==> src/rtl/agen_npc.sv <==
module agen_npc #(
  parameter int AW = 64,
  parameter int IW = 32
) (
  input  logic          clk,
  input  logic          rst_n,
  input  logic          step_en,
  input  logic [IW-1:0] instr,
  input  logic [AW-1:0] ra_val,
  input  logic [AW-1:0] rb_val,
  output logic [AW-1:0] pc,
  output logic [AW-1:0] next_pc,
  output logic [AW-1:0] ea,
  output logic          link_we,
  output logic [4:0]    link_idx,
  output logic [AW-1:0] link_data,
  output logic          align_fault
);
  localparam int MD_W = 16;
  localparam int BD_W = 21;
  localparam logic [5:0] OP_LDQ  = 6'h08;
  localparam logic [5:0] OP_STQ  = 6'h09;
  localparam logic [5:0] OP_LDL  = 6'h0A;
  localparam logic [5:0] OP_BR   = 6'h10;
  localparam logic [5:0] OP_BZ   = 6'h11;
  localparam logic [5:0] OP_BNZ  = 6'h12;
  localparam logic [5:0] OP_BNEG = 6'h13;
  localparam logic [5:0] OP_BPOS = 6'h14;
  localparam logic [5:0] OP_BODD = 6'h15;
  localparam logic [5:0] OP_JMP  = 6'h18;

  logic [AW-1:0] pc_q, pc_inc, mem_ofs, br_ofs, br_tgt;
  logic [5:0]    op;
  logic          take, is_jmp, is_quad;

  assign op      = instr[IW-1 -: 6];
  assign pc_inc  = pc_q + AW'(4);
  assign mem_ofs = {{(AW-MD_W){instr[MD_W-1]}}, instr[MD_W-1:0]};
  assign br_ofs  = {{(AW-BD_W-2){instr[BD_W-1]}}, instr[BD_W-1:0], 2'b00};
  assign br_tgt  = pc_inc + br_ofs;
  assign is_jmp  = (op == OP_JMP);
  assign is_quad = (op == OP_LDQ) || (op == OP_STQ);

  always_comb begin
    case (op)
      OP_BR:   take = 1'b1;
      OP_BZ:   take = (ra_val == '0);
      OP_BNZ:  take = (ra_val != '0);
      OP_BNEG: take = ra_val[AW-1];
      OP_BPOS: take = ~ra_val[AW-1];
      OP_BODD: take = ra_val[0];
      default: take = 1'b0;
    endcase
  end

  assign next_pc     = is_jmp ? {rb_val[AW-1:2], 2'b00} : (take ? br_tgt : pc_inc);
  assign ea          = rb_val + mem_ofs;
  assign align_fault = is_quad && (ea[2:0] != 3'b000);
  assign link_we     = (op == OP_BR) || is_jmp;
  assign link_idx    = instr[25:21];
  assign link_data   = pc_inc;
  assign pc          = pc_q;

  always_ff @(posedge clk) begin
    if (!rst_n)       pc_q <= '0;
    else if (step_en) pc_q <= next_pc;
  end

  AST_PC_ALIGN: assert property (@(posedge clk) disable iff (!rst_n)
    pc_q[1:0] == 2'b00);
  AST_HOLD: assert property (@(posedge clk) disable iff (!rst_n)
    !step_en |=> $stable(pc_q));
  AST_SEQ_ADV: assert property (@(posedge clk) disable iff (!rst_n)
    (step_en && !take && !is_jmp) |=> (pc_q - $past(pc_q)) == AW'(4));
  AST_BR_NO_SLOT: assert property (@(posedge clk) disable iff (!rst_n)
    (step_en && take && !is_jmp) |=> (pc_q - $past(pc_q)) == $past(br_ofs) + AW'(4));
  AST_JMP_TGT: assert property (@(posedge clk) disable iff (!rst_n)
    (step_en && is_jmp) |=> pc_q == ($past(rb_val) & ~AW'(3)));
  AST_FAULT_QUAD: assert property (@(posedge clk) disable iff (!rst_n)
    align_fault |-> (is_quad && !link_we));
  AST_LINK_RET: assert property (@(posedge clk) disable iff (!rst_n)
    link_we |-> (link_data - pc) == AW'(4));
endmodule

==> config.mk <==
export PLATFORM = sky130hd
export DESIGN_NAME = agen_npc
export DESIGN_NICKNAME = d
export VERILOG_FILES = /design/src/rtl/agen_npc.sv
export SDC_FILE = /design/constraint.sdc
export NUM_CORES = 1
export LEC_CHECK = 0
export CORE_AREA = 2 2 165 167
export DETAILED_ROUTE_END_ITERATION = 7
export DIE_AREA = 0 0 167 169
export DONT_BUFFER_PORTS = 1
export PLACE_DENSITY = 0.66
export SYNTH_ARGS = -nofsm -noshare
export SYNTH_HDL_FRONTEND = slang
export SYNTH_SLANG_ARGS = --single-unit
==> constraint.sdc <==
create_clock -name clk -period 7.39 [get_ports clk]
set_input_delay 0.3695 -clock clk [delete_from_list [all_inputs] [get_ports clk]]
set_output_delay 0.3695 -clock clk [all_outputs]
set_load 0.02 [all_outputs]
==> flow_summary_export.csv <==
group,metric,value,unit
floorplan,ios,426,
global_route,grt_pass1_wl,76700,µm
timing,max_freq,150,MHz
global_route,grtUsageMet3,0.0935,
cts,htree_levels,3,
timing,tightestPinTransition,1100,ps
finish,num-nets-final,2003,
cts,cts_resized,0,
job,max_cap_violations,0,
finish,fin_area,0.0128,mm²
setup_path,timing.rr.start,"pc[4]$_SDFFE_PN0P_",
logic_synthesis,syn-instance-count,1766,
timing,period_needed,6690,ps
pwr,p_switching,0.806,mW
global_route,grt_busiest_layer,"met2",
detailed_routing,drt_iter0_drc,1513,
setup_path,ff2ff_setup_slack,1180,ps
finish,multi_input_area,0.0105,mm²
setup_path,critical_path_class,"flop to primary output",
setup_path,cp_top_family,"simple AND/OR/NAND/NOR gates",
logic_synthesis,yosys_warnings,0,
global_route,antenna_found_initial,6,
detailed_routing,vias,13600,
logic_synthesis,synth_area,0.0123,mm²
detailed_routing,firstDrtPassIters,6,
global_route,grtUsageMet2,0.557,
pwr,p_seq_frac,0.229,
floorplan,die_h,169,µm
timing,tns,0,ps
global_route,grt_max_degree,74,
place,placedInstanceArea,0.0125,mm²
place,hpwl,42400,µm
timing,hold_slack,126,ps
timing,relSlewSlack,0.259,
timing,slew_viol_final,0,
timing,fin_worst_skew,14.2,ps
global_route,grt_usage,0.350,
detailed_routing,drt-total-wl,52500,µm
logic_synthesis,synth_seq_area_share,0.104,
setup_path,critical-path-max-stage-delay,720,ps
setup_path,r2r-end,"pc[62]$_SDFFE_PN0P_",
logic_synthesis,ys_async_sr_fraction,0,
cts,cts_buffer_depth,2,
global_route,grt_use_met1,0.445,
floorplan,rows,60,
logic_synthesis,ys_seq_elements,64,
timing,fin_crit_sh,0.905,
cts,cts_sinks,64,
finish,num-fill-cells,2699,
logic_synthesis,synth_edf_count,0,
timing,rsz0062_at_grt,"no",
place,numPortBuffers,0,
status,run_status,"finished clean",
finish,layout-drive-gt1-share,0.0411,
setup_path,reg2regPathDepth,17,
cts,cts_setup_buffers,0,
setup_path,cp.required,7020,ps
cts,path_clk_slew,70,ps
pwr,internal_power,0.899,mW
logic_synthesis,synthFlopType,"dfxtp_1",
timing,setup_violations,0,
setup_path,arrival,6320,ps
detailed_routing,viasPerCell,6.65,
worst_hold_path,holdPathEnd,"pc[49]$_SDFFE_PN0P_",
floorplan,start_util,0.466,
cts,cts_tree,"built",
place,gp_congestion,0.993,
finish,largest_register_ffs,64,
cts,ctsHoldBuffers,0,
global_route,grt_pass1_vias,12500,
logic_synthesis,syn_avg_cell_area,6.99,µm²
cts,clk_latency,360,ps
detailed_routing,ant_nets,0,
worst_hold_path,hold_path.class,"primary input to flop",
pwr,sw_frac_of_total,0.473,
timing,hold_violations,0,
global_route,overflow,0,
setup_path,path_max_fanout,7,
pwr,p_total,1.71,mW
floorplan,die_w,167,µm
setup_path,end_kind,"primary output",
pwr,power.density,133,mW/mm²
detailed_routing,drc_errors,0,
pwr,clkPwrFrac,0.279,
finish,areaGrowthSynthToFinish,3.77,%
finish,layout_commonest_cell,"nor2_1",
logic_synthesis,synthDistinctLibCells,88,
detailed_routing,wl_per_cell,25.6,µm
cts,cts_buffers,9,
pwr,vdd_drop_max,0.0939,mV
finish,most-common-layout-cells,"193 x nor2_1, 189 x nand2_1, 170 x a21oi_1, 139 x ha_1, 96 x xnor2_1",
floorplan,coreArea,0.0265,mm²
pwr,comb_power_share,0.492,
logic_synthesis,syn-num-nets,2070,
setup_path,cp_num_buf_inv,0,
worst_hold_path,hold_depth,1,
setup_path,worst_setup_path_start_kind,"flop",
finish,seq_area,0.00128,mm²
setup_path,critical_path.slowest_cell,"xor2_1",
worst_hold_path,min_from,"step_en",
cts,clock-root-buffer,"clkbuf_16",
setup_path,path_cells,"nand3_1 > nor4_1 > nand3_1 > nor2_1 > xor2_1 > ha_1 > nand4_1 > nor4_1 > o2111ai_1 > a21oi_1 > o31ai_1 > a211oi_1 > nor2_1 > o21a_1 > mux2i_1 > o211ai_1",
floorplan,die_area,0.0282,mm²
pwr,p_leak,5.72,nW
-- worst register-to-register path, delay by kind of cell, from the launching register on --
family,cells,cell delay [ps]
adder cells (fa/ha/maj),1,330
XOR/XNOR,1,720
AND/OR/NAND/NOR,7,2270
flip-flops,1,560
multiplexers,1,140
AO/OA/AOI/OAI,7,2140
-- metal layers --
| metal | vias to the layer above | wire length, µm |
|---|---|---|
| li1 | 6350 | - |
| met3 | 123 | 5510 |
| met5 | - | 0 |
| met1 | 6409 | 21400 |
| met4 | 0 | 2550 |
| met2 | 757 | 23000 |
-- how the worst max path moves through the flow --
stage	startpoint	to	slack [ps]	depth (start not counted)
final	pc[4]$_SDFFE_PN0P_	next_pc[62]	700	16
after CTS	pc[2]$_SDFFE_PN0P_	next_pc[62]	830	18
after detailed placement	pc[4]$_SDFFE_PN0P_	next_pc[62]	1240	16
after floorplan	pc[2]$_SDFFE_PN0P_	next_pc[57]	2280	20
after global placement	pc[2]$_SDFFE_PN0P_	next_pc[41]	1280	18
after global routing	pc[4]$_SDFFE_PN0P_	next_pc[62]	420	16
-- per-stage QoR --
stage,setup slack [ps],instances,utilization
3_5_place_dp,1240,2029,0.471
4_1_cts,835,2045,0.483
5_1_grt,424,2051,0.483
6_report,701,2051,0.483
3_3_place_gp,1280,2029,0.471
2_1_floorplan,2280,1766,-
-- cell usage after synthesis, types with 11 or more instances --
cell type | n | area, µm²
a211oi_1 | 17 | 128
a21o_1 | 82 | 616
a21oi_1 | 170 | 851
a31oi_1 | 33 | 206
and3_1 | 22 | 138
buf_2 | 22 | 110
clkbuf_1 | 51 | 191
dfxtp_1 | 64 | 1280
ha_1 | 139 | 1740
inv_1 | 47 | 176
mux2i_1 | 43 | 430
nand2_1 | 190 | 713
nand2b_1 | 12 | 75.1
nand3_1 | 47 | 235
nand4_1 | 51 | 319
nor2_1 | 193 | 724
nor2b_1 | 25 | 156
nor3_1 | 31 | 155
nor4_1 | 24 | 150
o21a_1 | 11 | 82.6
o21ai_0 | 81 | 405
o21bai_1 | 24 | 180
o22ai_1 | 11 | 68.8
o31ai_1 | 12 | 90.1
or3_1 | 13 | 81.3
xnor2_1 | 96 | 841
xor2_1 | 76 | 666
-- cells by family after synthesis --
kind of cell               after synthesis  synth area share
AOI/OAI and AO/OA                      545             0.290
xor gates and xnor gates               172             0.122
adders and majority gates              141             0.144
buffers and inverters                  140            0.0477
DFF                                     64             0.104
muxes                                   43            0.0349
and+or+nand+nor                        661             0.257
-- power groups by stage --
| stage | combinational, mW | clock [mW] | sequential (mW) |
|---|---|---|---|
| after global routing | 0.904 | 0.482 | 0.393 |
| after floorplan | 0.676 | 0 | 0.392 |
| final | 0.839 | 0.475 | 0.391 |
| after CTS | 0.828 | 0.478 | 0.390 |
| after detailed placement | 0.824 | 0 | 0.398 |
| after global placement | 0.821 | 0 | 0.398 |
-- layout make-up --
| class | count | share of cell area |
|---|---|---|
| diodes | 6 | 0.00117 |
| clock buffers | 13 | 0.0203 |
| clock inverters | 3 | 0.00313 |
| inverters | 48 | 0.0141 |
| multi-input cells | 1562 | 0.820 |
| flip-flops and latches | 64 | 0.100 |
| well taps | 341 | 0.0333 |
| repair buffers | 14 | 0.00821 |
(Power assumes the default switching activity.)
